--- config.mk ---
export PLATFORM = sky130hd
export DESIGN_NAME = fuse_decode_alloc
export DESIGN_NICKNAME = d
export VERILOG_FILES = /design/src/rtl/fuse_decode_pkg.sv /design/src/rtl/fuse_decode_path.sv /design/src/rtl/fuse_decode_ctrl.sv /design/src/rtl/fuse_decode_alloc.sv
export SDC_FILE = /design/constraint.sdc
export NUM_CORES = 1
export LEC_CHECK = 0
export CAP_MARGIN = 15
export CORE_MARGIN = 1.5
export CORE_UTILIZATION = 42
export CTS_CLUSTER_DIAMETER = 100
export DETAILED_ROUTE_END_ITERATION = 12
export PLACE_DENSITY = 0.68
export SYNTH_ARGS = -nofsm -noshare
export SYNTH_HDL_FRONTEND = slang
export SYNTH_SLANG_ARGS = --single-unit
--- constraint.sdc ---
create_clock -name clk -period 19.9 [get_ports clk]
set_clock_uncertainty 0.15 [all_clocks]
set_input_delay 3.98 -clock clk [delete_from_list [all_inputs] [get_ports clk]]
set_output_delay 3.98 -clock clk [all_outputs]
set_load 0.02 [all_outputs]
--- src/rtl/fuse_decode_pkg.sv ---
package fuse_decode_pkg;
  localparam int SeqCntW = 3;

  typedef struct packed {
    logic               decodeEn;
    logic [SeqCntW-1:0] seqCount;
  } dsaStrobeT;
endpackage

--- src/rtl/fuse_decode_path.sv ---
module fuse_decode_path
  import fuse_decode_pkg::*;
#(
  parameter int NUM_LANES = 5,
  parameter int MAX_CPLX  = 4,
  parameter int UOPW      = 4,
  localparam int CW = $clog2(MAX_CPLX + 1),
  localparam int SW = $clog2(NUM_LANES + 1)
) (
  input  logic                      clk,
  input  logic                      rstN,
  input  dsaStrobeT                 strb,
  input  logic [NUM_LANES-1:0]      inValid,
  input  logic [NUM_LANES*UOPW-1:0] inUops,
  input  logic [NUM_LANES-1:0]      inCmp,
  input  logic [NUM_LANES-1:0]      inJcc,
  output logic                      handoffReq,
  output logic [UOPW-1:0]           handoffUops,
  output logic [SW-1:0]             consumeCnt,
  output logic [NUM_LANES-1:0]      laneValid,
  output logic [NUM_LANES-1:0]      laneFused,
  output logic [CW-1:0]             lane0Uops,
  output logic [SW-1:0]             uopsOut
);
  logic [NUM_LANES:0] vld;
  logic [NUM_LANES:0] cmpTag;
  logic [NUM_LANES:0] jccTag;
  logic [UOPW-1:0]    cnt [NUM_LANES+1];

  // pad the window by one empty slot so pair lookups never leave the array
  always_comb begin
    for (int i = 0; i < NUM_LANES; i++) begin
      vld[i]    = inValid[i];
      cmpTag[i] = inCmp[i];
      jccTag[i] = inJcc[i];
      cnt[i]    = (inUops[i*UOPW +: UOPW] == '0) ? UOPW'(1) : inUops[i*UOPW +: UOPW];
    end
    vld[NUM_LANES]    = 1'b0;
    cmpTag[NUM_LANES] = 1'b0;
    jccTag[NUM_LANES] = 1'b0;
    cnt[NUM_LANES]    = UOPW'(1);
  end

  function automatic logic pairOk(input int s, input logic [NUM_LANES:0] v,
                                  input logic [NUM_LANES:0] c, input logic [NUM_LANES:0] j,
                                  input logic [UOPW-1:0] n0, input logic [UOPW-1:0] n1);
    return v[s] && c[s] && v[s+1] && j[s+1] && (n0 == UOPW'(1)) && (n1 == UOPW'(1));
  endfunction

  always_comb begin
    int idx;
    int lim;
    int sum;
    logic fusedUsed;
    logic stop;
    handoffReq  = 1'b0;
    handoffUops = '0;
    laneValid   = '0;
    laneFused   = '0;
    lane0Uops   = '0;
    idx         = 0;
    sum         = 0;
    lim         = 0;
    fusedUsed   = 1'b0;
    stop        = 1'b0;
    if (strb.decodeEn && vld[0]) begin
      if (int'(cnt[0]) > MAX_CPLX) begin
        handoffReq  = 1'b1;
        handoffUops = cnt[0];
        idx         = 1;
      end else begin
        laneValid[0] = 1'b1;
        if (pairOk(0, vld, cmpTag, jccTag, cnt[0], cnt[1])) begin
          laneFused[0] = 1'b1;
          fusedUsed    = 1'b1;
          idx          = 2;
        end else begin
          idx = 1;
        end
        lane0Uops = CW'(cnt[0]);
        sum       = int'(cnt[0]);
        // every extra complex micro-op removes one simple lane from the top
        lim       = NUM_LANES - int'(cnt[0]);
        for (int k = 1; k < NUM_LANES; k++) begin
          if (!stop && k <= lim && idx < NUM_LANES) begin
            if (vld[idx] && cnt[idx] == UOPW'(1)) begin
              laneValid[k] = 1'b1;
              sum          = sum + 1;
              if (!fusedUsed && pairOk(idx, vld, cmpTag, jccTag, cnt[idx], cnt[idx+1])) begin
                laneFused[k] = 1'b1;
                fusedUsed    = 1'b1;
                idx          = idx + 2;
              end else begin
                idx = idx + 1;
              end
            end else begin
              stop = 1'b1;
            end
          end
        end
      end
    end
    consumeCnt = SW'(idx);
    uopsOut    = strb.decodeEn ? SW'(sum) : SW'(strb.seqCount);
  end

  AST_UOP_BUDGET: assert property (@(posedge clk) disable iff (!rstN)
    int'(uopsOut) <= NUM_LANES);
  AST_ONE_FUSION: assert property (@(posedge clk) disable iff (!rstN)
    $countones(laneFused) <= 1);
  AST_LANE_CONTIG: assert property (@(posedge clk) disable iff (!rstN)
    ((laneValid + 1'b1) & laneValid) == '0);
  AST_FUSED_ON_ACTIVE: assert property (@(posedge clk) disable iff (!rstN)
    (laneFused & ~laneValid) == '0);
  AST_SEQ_OWNS_OUTPUT: assert property (@(posedge clk) disable iff (!rstN)
    !strb.decodeEn |-> (laneValid == '0 && consumeCnt == '0));
  AST_HANDOFF_ALONE: assert property (@(posedge clk) disable iff (!rstN)
    handoffReq |-> (laneValid == '0 && consumeCnt == SW'(1)));
endmodule

--- src/rtl/fuse_decode_ctrl.sv ---
module fuse_decode_ctrl
  import fuse_decode_pkg::*;
#(
  parameter int UOPW     = 4,
  parameter int SEQ_RATE = 4
) (
  input  logic            clk,
  input  logic            rstN,
  input  logic            outRdy,
  input  logic            handoffReq,
  input  logic [UOPW-1:0] handoffUops,
  output dsaStrobeT       strb,
  output logic            servThread,
  output logic            seqBusy
);
  logic [UOPW-1:0] remUops;

  assign seqBusy = (remUops != '0);

  always_comb begin
    strb.decodeEn = outRdy && !seqBusy;
    strb.seqCount = '0;
    if (outRdy && seqBusy)
      strb.seqCount = (int'(remUops) > SEQ_RATE) ? SeqCntW'(SEQ_RATE) : SeqCntW'(remUops);
  end

  always_ff @(posedge clk) begin
    if (!rstN) begin
      remUops    <= '0;
      servThread <= 1'b0;
    end else begin
      if (strb.decodeEn && handoffReq)
        remUops <= handoffUops;
      else if (strb.seqCount != '0)
        remUops <= remUops - UOPW'(strb.seqCount);
      if (strb.decodeEn && !handoffReq)
        servThread <= !servThread;
    end
  end

  AST_SEQ_RATE: assert property (@(posedge clk) disable iff (!rstN)
    int'(strb.seqCount) <= SEQ_RATE);
  AST_HANDOFF_BUSY: assert property (@(posedge clk) disable iff (!rstN)
    (strb.decodeEn && handoffReq) |=> seqBusy);
  AST_THREAD_FLIP: assert property (@(posedge clk) disable iff (!rstN)
    (strb.decodeEn && !handoffReq) |=> (servThread != $past(servThread)));
  AST_STALL_FREEZE: assert property (@(posedge clk) disable iff (!rstN)
    !outRdy |=> ($stable(remUops) && $stable(servThread)));
endmodule

--- src/rtl/fuse_decode_alloc.sv ---
module fuse_decode_alloc
  import fuse_decode_pkg::*;
#(
  parameter int NUM_LANES = 5,
  parameter int MAX_CPLX  = 4,
  parameter int UOPW      = 4,
  parameter int SEQ_RATE  = 4,
  localparam int CW = $clog2(MAX_CPLX + 1),
  localparam int SW = $clog2(NUM_LANES + 1)
) (
  input  logic                      clk,
  input  logic                      rstN,
  input  logic                      outRdy,
  input  logic [NUM_LANES-1:0]      inValid,
  input  logic [NUM_LANES*UOPW-1:0] inUops,
  input  logic [NUM_LANES-1:0]      inCmp,
  input  logic [NUM_LANES-1:0]      inJcc,
  output logic                      servThread,
  output logic [SW-1:0]             consumeCnt,
  output logic [NUM_LANES-1:0]      laneValid,
  output logic [NUM_LANES-1:0]      laneFused,
  output logic [CW-1:0]             lane0Uops,
  output logic                      seqBusy,
  output logic [SW-1:0]             uopsOut
);
  dsaStrobeT       strb;
  logic            handoffReq;
  logic [UOPW-1:0] handoffUops;

  fuse_decode_ctrl #(.UOPW(UOPW), .SEQ_RATE(SEQ_RATE)) u_ctrl (
    .clk(clk), .rstN(rstN), .outRdy(outRdy),
    .handoffReq(handoffReq), .handoffUops(handoffUops),
    .strb(strb), .servThread(servThread), .seqBusy(seqBusy)
  );

  fuse_decode_path #(.NUM_LANES(NUM_LANES), .MAX_CPLX(MAX_CPLX), .UOPW(UOPW)) u_path (
    .clk(clk), .rstN(rstN), .strb(strb),
    .inValid(inValid), .inUops(inUops), .inCmp(inCmp), .inJcc(inJcc),
    .handoffReq(handoffReq), .handoffUops(handoffUops),
    .consumeCnt(consumeCnt), .laneValid(laneValid), .laneFused(laneFused),
    .lane0Uops(lane0Uops), .uopsOut(uopsOut)
  );
endmodule

# --- Word level (Yosys, flattened, before mapping) ---
# Cells that the tools add are included.
classes:
  addsub: 14
  n_lt_le_gt_ge: 26
  n_eq_ne: 10
  muxes: 181
  n_bitwise: 8
  n_reduce_logical: 63
ops:
  columns: ["cell", "n"]
  rows:
  - ["32-bit 2-to-1 mux", 17]
  - ["32-bit by 4-bit greater-or-equal comparator with 1-bit output, second input constant", 8]
  - ["32-bit by 5-bit less-than comparator with 1-bit output, second input constant", 8]
  - ["32-bit NOT", 8]
  - ["32-bit by 2-bit adder with 32-bit output, second input constant", 4]
  - ["32-bit by 4-bit less-than comparator with 1-bit output, second input constant", 4]
  - ["4-bit 2-to-1 mux", 25]
  - ["32-bit by 3-bit adder with 32-bit output, second input constant", 3]
  - ["4-bit binary-select mux with 3-bit select", 8]
  - ["1-bit 2-to-1 mux", 84]
  - ["3-bit 2-to-1 mux", 26]
  - ["3-bit by 32-bit <= comparator with 1-bit output, first input constant", 2]
  - ["1-bit binary-select mux with 3-bit select", 16]
  - ["1-bit logical AND", 45]
  - ["4-bit by 1-bit == test with 1-bit output, second input constant", 10]
  - ["2-bit by 32-bit <= comparator with 1-bit output, first input constant", 1]
  - ["4-bit by 32-bit <= comparator with 1-bit output, first input constant", 1]
  - ["4-bit logical NOT", 5]
  - ["5-bit 2-to-1 mux", 4]
  - ["1-bit logical NOT", 10]
  - ["3-bit by 2-bit adder with 3-bit output, second input constant", 3]
  - ["4-bit by 3-bit greater-than comparator with 1-bit output, second input constant", 2]
  - ["3-bit by 4-bit subtractor with 5-bit output, first input constant", 1]
  - ["4-bit nonzero test", 1]
  - ["other kinds (6)", 6]
word_totals:
  regBits: 5
  in_bits: 38
  out_inout_bits: 21
  wordCells: 304

# --- Logic depth before layout (Yosys ltp) ---
# Gate-level depths: netlist (run 1).
depth:
  ltp_word: 64
  depth_mapped: 35
  mapped_depth_nobuf: 32

# --- Cells and area by module ---
# Synthesis (run 1) repeated with hierarchy kept, for this count alone.
unflattened:
  hier_cells: 388
  area_unflattened_um2: 2686.3
by_module_without_submodules:
  columns: ["module", "instances", "cells_each", "area_per_inst_um2", "seq_area_each_um2"]
  rows:
  - ["fuse_decode_path", 1, 338, 2265.9, 0.0]
  - ["fuse_decode_ctrl", 1, 50, 420.4, 100.1]

# --- Worst setup path after synthesis (run 1) ---
# Ideal clock, no wire load.
synth_timing:
  path_type: "input port to output port"
  start: "input port inUops[2]"
  end: "output port consumeCnt[0]"
  arrival_time_ns: 10.870
  t_required_ns: 15.770
  path_slack_ns: 4.900
  cell_stages: 31
  n_path_buf: 4
  cell_sequence: "buf_2 -> clkbuf_1 -> ha_1 -> nor4b_4 -> or2_4 -> and2_1 -> buf_6 -> inv_4 -> nor3_4 -> nor2_2 -> ha_1 -> buf_1 -> o311ai_0 -> nand4bb_1 -> a221o_1 -> o211ai_1 -> nand2_2 -> ha_1 -> or3_1 -> mux2i_1 -> and2_4 -> nand3_1 -> o211ai_4 -> ha_1 -> o41ai_1 -> nand3_1 -> a22oi_2 -> a31o_2 -> nand3b_4 -> o2111a_1 -> nor4_1"
synth_between:
  elab_chain_len: 64
  elab_cells_between_ends: 206
  cone_classes: "add/sub: 9; order compare: 9; eq/ne: 9; mux: 126; bitwise: 8; reduce/logical: 45"
synth_rtl:
  columns: ["item", "line_no", "text"]
  rows:
  - ["start: declaration", "fuse_decode_alloc.sv:15", "input logic [NUM_LANES*UOPW-1:0] inUops,"]
  - ["4-bit logical NOT", "fuse_decode_path.sv:36", "cnt[i] = (inUops[i*UOPW +: UOPW] == '0) ? UOPW'(1) : inUops[i*UOPW +: UOPW];"]
  - ["4-bit 2-to-1 mux (*)", "fuse_decode_path.sv:36", null]
  - ["parallel branches: the longest is 60 deep, another holds 32-bit by 2-bit adder with 32-bit output", null, null]
  - ["3-bit 2-to-1 mux (*)", "fuse_decode_path.sv:67", "if (int'(cnt[0]) > MAX_CPLX) begin"]
  - ["3-bit 2-to-1 mux (*)", "fuse_decode_path.sv:66", "if (strb.decodeEn && vld[0]) begin"]
  - ["end: declaration", "fuse_decode_alloc.sv:19", "output logic [SW-1:0] consumeCnt,"]
# Every way passes the cells marked *. The select of a mux whose other input is x is not followed.

# --- Worst setup path in the final report (run 1) ---
layout_timing:
  start: "input port inUops[1]"
  end: "output port consumeCnt[0]"
# Same word-level chain as after synthesis.

==> impl_metrics.ini, run 1 <==
[synthesis]
synth_commonest_cells = 39 x nor2_1, 36 x nand2_1, 23 x o21ai_0, 20 x nor3_1, 18 x nand3_1
synth_area_per_cell_um2 = 7.168
synth_seq_area_share = 0.03744
syn_inst = 373
synthTopCellsByArea = ha_1 7.5%, nor2_1 5.5%, nand2_1 5.1%, mux2i_1 4.5%, o21ai_0 4.3%
ys_ff_latch = 5
yosysMostFrequentCell = nor2_1
synth_area_um2 = 2674
synth_edf_count = 0
synth_top_area_cell = ha_1
synth_cell_types = 94
netlist.area_leader.share = 0.07487
synth_nets = 428
async_reset_ff_frac = 0
yosys_warnings = 0
synthFlopType = dfxtp_1

[setup_path]
cp.arrival_ns = 13.00
cp-start-kind = input port
slowest_stage = clkdlybuf4s50_1
crit_top_cell = ha_1
critPathMaxStageDelay_ns = 0.66
rrSetupSlack_ns = 17.29
worstReg2RegStart = u_ctrl.remUops[2]
crit_type = in2out
reg2regPathDepth = 9
required_ns = 15.77
worstPathMaxFanout = 9
r2r_end = u_ctrl.remUops[3]
end_kind = output pin

[pwr]
switching_share = 0.4705
internal_power_mw = 0.06708
combinationalPowerShare = 0.708
p_sw_mw = 0.05961
clkPwrFrac = 0.148
total_leakage_power_nw = 1.241
powerDensity_nw_per_um2 = 38.71
seq_power_share = 0.144
power.total_mw = 0.1267
vdd_ir_drop_max_mv = 0.07805

[route]
via_per_inst = 6.381
vias = 3152
drt-initial-drc-count = 247
wirelength_um = 8765
drc = 0
wl_per_cell_um = 17.74
detail-route-antenna-nets = 0
drt_pass1_iterations = 6

[timing]
slew_headroom = 0.2201
fin_crit_sh = 0.8610
max_freq_ghz = 0.05837
rsz0062_at_grt = no
min_period_ns = 17.13
hold_slack_ns = 0.4138
setup_tns_ns = 0
finalSetupViolCount = 0
hold_viol = 0
worstMarginPinSlew_ns = 1.161
slew_viol_final = 0

[clocking]
cts_buffers = 3
cts_buffer_depth = 2
cts_resized = 0
cts_tree = built
holdBufCountCts = 0
cts.sinks = 5
postCtsSetupRepairBufs = 0
clkTransAtPathRegs_ns = 0.03
cts-root-buf = clkbuf_8
worstSkewPairLatency_ns = 0.22
htree_levels = 1

[die]
pin_count = 59
row_count = 28
die_h_um = 82.79
die_area_um2 = 6854
core_region_area_um2 = 6026
die_w_um = 82.79
initial_core_util = 0.4437

[hold_path]
hold_path_class = reg2reg
hp-start = u_ctrl.remUops[0]
min_to = u_ctrl.remUops[0]
hold_depth = 2

[cells_and_area]
final_layout_size_suffix_gt1_frac = 0.1074
syn2layout_area_growth_pct = 22.41
multiInputGateArea_um2 = 2399
antenna_cells = 0
fillers = 608
final_util = 0.5432
final_cells = 494
seqCellArea_um2 = 100.1
finalNetCount = 475

[placed_design]
place_hpwl_um = 7064
portBuffers = 55
place_congestion = 0.9707
dp.cells = 490

[global_route]
antenna_found_initial = 0
grt_pass1_vias = 2893
grt_max_degree = 15
grt_pass1_wl_um = 14240
grt_util_all_layers = 0.2656
grt-ovfl-total = 0

[status]
status = complete, no violations

[flow_run]
maxCapViolCount = 0
[placed cells by master (no fill, tap or decap), types with 5 or more instances in the layout]
cell and count:
dfxtp_1 5, nor4_1 6, nor2_1 39, and3_1 8, mux2i_1 12, o31ai_1 6
a31oi_1 6, inv_1 17, nand3_1 18, nand2_1 36, a21oi_1 15, nand4_1 5
o21ai_0 23, clkdlybuf4s50_1 55, or3_1 10, nor3_1 20, ha_1 16, and2_1 5
[power by group through the flow]
stage | combinational, mW | sequential [mW] | clock (mW)
detailed placement | 0.0889 | 0.0183 | 0
finish | 0.0896 | 0.0183 | 0.0188
CTS | 0.0895 | 0.0182 | 0.0191
global placement | 0.0875 | 0.0182 | 0
floorplan | 0.0577 | 0.0180 | 0
global route | 0.100 | 0.0189 | 0.0201
[kinds of logic (layout without fill, tap and decap cells)]
kind of cell             Yosys count  in the layout  synth area share
buffers and inverters             35             81           0.06551
other                              1              1          0.001402
adder cells (fa/ha/maj)           17             17           0.08236
flip-flops                         5              5           0.03744
multiplexers                      14             14           0.05475
XOR/XNOR                           8              8           0.02620
AO/OA/AOI/OAI                    113            113            0.3463
AND/OR/NAND/NOR                  180            180            0.3861
[state kept, by name, indices dropped and copies added (netlist names)]
signal	cells
u_ctrl.servThread	1
u_ctrl.remUops	4
[layer usage]
metal	wire length, µm	track usage
met2	4114	0.4480
met1	3862	0.3513
met5	0	0
met3	657	0.06230
met4	131	0.03500
[area by class of cell]
type | count | area share
Clock buffer | 4 | 0.01376
Sequential cell | 5 | 0.03058
Multi-Input combinational cell | 333 | 0.7328
Timing Repair Buffer | 55 | 0.1682
Tap cell | 75 | 0.02867
Inverter | 22 | 0.02599
[worst max path at each step]
stage | startpoint | endpoint | slack [ns]
floorplan | inUops[2] | consumeCnt[0] | 4.90
global placement | inUops[1] | consumeCnt[0] | 3.03
detailed placement | inUops[1] | consumeCnt[0] | 2.91
CTS | inUops[1] | consumeCnt[0] | 2.88
global route | inUops[1] | consumeCnt[0] | 2.25
finish | inUops[1] | consumeCnt[0] | 2.77
[worst max-delay path: cells and delay by family]
family / cells / cell delay, ns
mux: 1 / 0.39
fa+ha+maj: 4 / 1.29
simple gates: 13 / 3.05
compound gates: 8 / 2.74
buf+inv: 4 / 1.51
[per-stage QoR]
step                      instance area [µm²]  setup slack [ns]
after global placement                   3228             3.030
final                                    3273             2.766
after floorplan                          2674             4.900
after global routing                     3273             2.247
after CTS                                3273             2.881
after detailed placement                 3228             2.911
(Power assumes the default switching activity.)
==> inputs of run 2 (changes only) <==
--- a/config.mk
+++ b/config.mk
@@ -11,6 +11,7 @@
 export CTS_CLUSTER_DIAMETER = 100
 export DETAILED_ROUTE_END_ITERATION = 12
 export PLACE_DENSITY = 0.68
+export REMOVE_ABC_BUFFERS = 1
 export SYNTH_ARGS = -nofsm -noshare
 export SYNTH_HDL_FRONTEND = slang
 export SYNTH_SLANG_ARGS = --single-unit
==> impl_metrics.ini, run 2 (synthesized netlist as in run 1, its figures left out) <==
[route]
drt_pass1_iterations = 5
drt-initial-drc-count = 270
vias = 3194
drc = 0
detail-route-antenna-nets = 0
wirelength_um = 8913
via_per_inst = 6.453
wl_per_cell_um = 18.01

[setup_path]
reg2regPathDepth = 9
cp_top_family = simple AND/OR/NAND/NOR gates
startpoint = inUops[1]
path_buf_inv = 4
crit_type = in2out
path_depth = 30
critPathMaxStageDelay_ns = 0.66
cp.arrival_ns = 12.82
critPathCapture = consumeCnt[0]
end_kind = output pin
r2r_end = u_ctrl.remUops[3]
rrSetupSlack_ns = 17.22
required_ns = 15.77
worstReg2RegStart = u_ctrl.remUops[2]
slowest_stage = clkdlybuf4s50_1
cp-start-kind = input port
crit_top_cell = ha_1
worstPathMaxFanout = 9

[placed_design]
place_hpwl_um = 7221
dpl_cell_area_um2 = 3236
portBuffers = 55
place_congestion = 0.9557

[hold_path]
hold_path_class = reg2reg

[global_route]
gr-usage-met3 = 0.03497
grt_max_degree = 15
met1_usage = 0.3623
grt_busiest_layer = met2
antenna_found_initial = 0
grt_pass1_vias = 2851
grtUsageMet2 = 0.4650
grt-ovfl-total = 0
grt_util_all_layers = 0.2688
grt_pass1_wl_um = 14220

[clocking]
clkTransAtPathRegs_ns = 0.04
cts_resized = 0
postCtsSetupRepairBufs = 0
cts_buffer_depth = 2
cts_buffers = 3
cts.sinks = 5
holdBufCountCts = 0
cts-root-buf = clkbuf_8
htree_levels = 1
cts_tree = built
worstSkewPairLatency_ns = 0.22

[timing]
fin_crit_sh = 0.8517
slew_viol_final = 0
hold_viol = 0
rsz0062_at_grt = no
worstMarginPinSlew_ns = 0.9301
slew_headroom = 0.3752
setup_tns_ns = 0
finalSetupViolCount = 0
min_period_ns = 16.95
max_freq_ghz = 0.05900

[status]
status = complete, no violations

[pwr]
internal_power_mw = 0.06711
switching_share = 0.4705
vdd_ir_drop_max_mv = 0.07295
combinationalPowerShare = 0.707
p_sw_mw = 0.05963
seq_power_share = 0.145
total_leakage_power_nw = 1.246
clkPwrFrac = 0.148
powerDensity_nw_per_um2 = 38.63

[flow_run]
maxCapViolCount = 0

[cells_and_area]
reg.largest.list = u_ctrl.remUops x4, u_ctrl.servThread x1
finalNetCount = 476
largest_reg_flops = 4
syn2layout_area_growth_pct = 22.70
final_area_um2 = 3281
layout_common_cells = 55 x clkdlybuf4s50_1, 39 x nor2_1, 36 x nand2_1, 23 x o21ai_0, 20 x nor3_1
final_layout_size_suffix_gt1_frac = 0.1095
regMostFlops = u_ctrl.remUops
final_common_cell = clkdlybuf4s50_1
antenna_cells = 0

[die]
die_area_um2 = 6854
core_region_area_um2 = 6026
initial_core_util = 0.4437
die_w_um = 82.79
row_count = 28
pin_count = 59
die_h_um = 82.79
==> run 2: power groups by stage <==
stage / Clock, mW / Sequential [mW] / Combinational [mW]
finish: 0.0188 / 0.0183 / 0.0896
floorplan: 0 / 0.0180 / 0.0558
detailed placement: 0 / 0.0184 / 0.0889
CTS: 0.0194 / 0.0182 / 0.0896
global route: 0.0202 / 0.0190 / 0.100
global placement: 0 / 0.0182 / 0.0881
==> run 2: layer usage <==
| metal | wire [µm] | up-vias |
|---|---|---|
| met3 | 657 | 12 |
| met4 | 104 | 0 |
| met1 | 3980 | 1492 |
| met2 | 4170 | 154 |
| li1 | - | 1536 |
| met5 | 0 | - |
==> run 2: how the worst min path moves through the flow <==
stage	slack (ns)	cells past startpoint	endpoint	from
after floorplan	0.37	2	u_ctrl.remUops[0]	u_ctrl.remUops[0]
after global placement	0.41	2	u_ctrl.remUops[0]	u_ctrl.remUops[0]
after detailed placement	0.41	2	u_ctrl.remUops[0]	u_ctrl.remUops[0]
after CTS	0.42	2	u_ctrl.remUops[0]	u_ctrl.remUops[0]
after global routing	0.46	2	u_ctrl.servThread	u_ctrl.servThread
final	0.43	2	u_ctrl.remUops[0]	u_ctrl.remUops[0]
==> run 2: tightest hold or removal path: cells and delay by family, from the launching register on <==
kind	cells	cell delay (ns)
muxes	1	0.14
DFF	1	0.33
and+or+nand+nor	1	0.06
==> run 2: final cells by class <==
type | count | area, µm²
repair buffers | 56 | 558.0
well taps | 75 | 93.84
fillers | 638 | 2745
multi-input cells | 333 | 2399
inverters | 22 | 85.08
flip-flops and latches | 5 | 100.1
clock buffers | 4 | 45.04
==> run 2: metrics by stage <==
stage	util	setup slack [ns]	cells	hold WS (ns)	power, mW
2_1_floorplan	-	5.103	360	0.3713	0.07379
3_3_place_gp	0.5370	3.068	491	0.4054	0.1063
3_5_place_dp	0.5370	3.098	491	0.4138	0.1074
4_1_cts	0.5444	3.076	495	0.4232	0.1272
5_1_grt	0.5444	2.447	495	0.4640	0.1393
6_report	0.5444	2.952	495	0.4263	0.1267
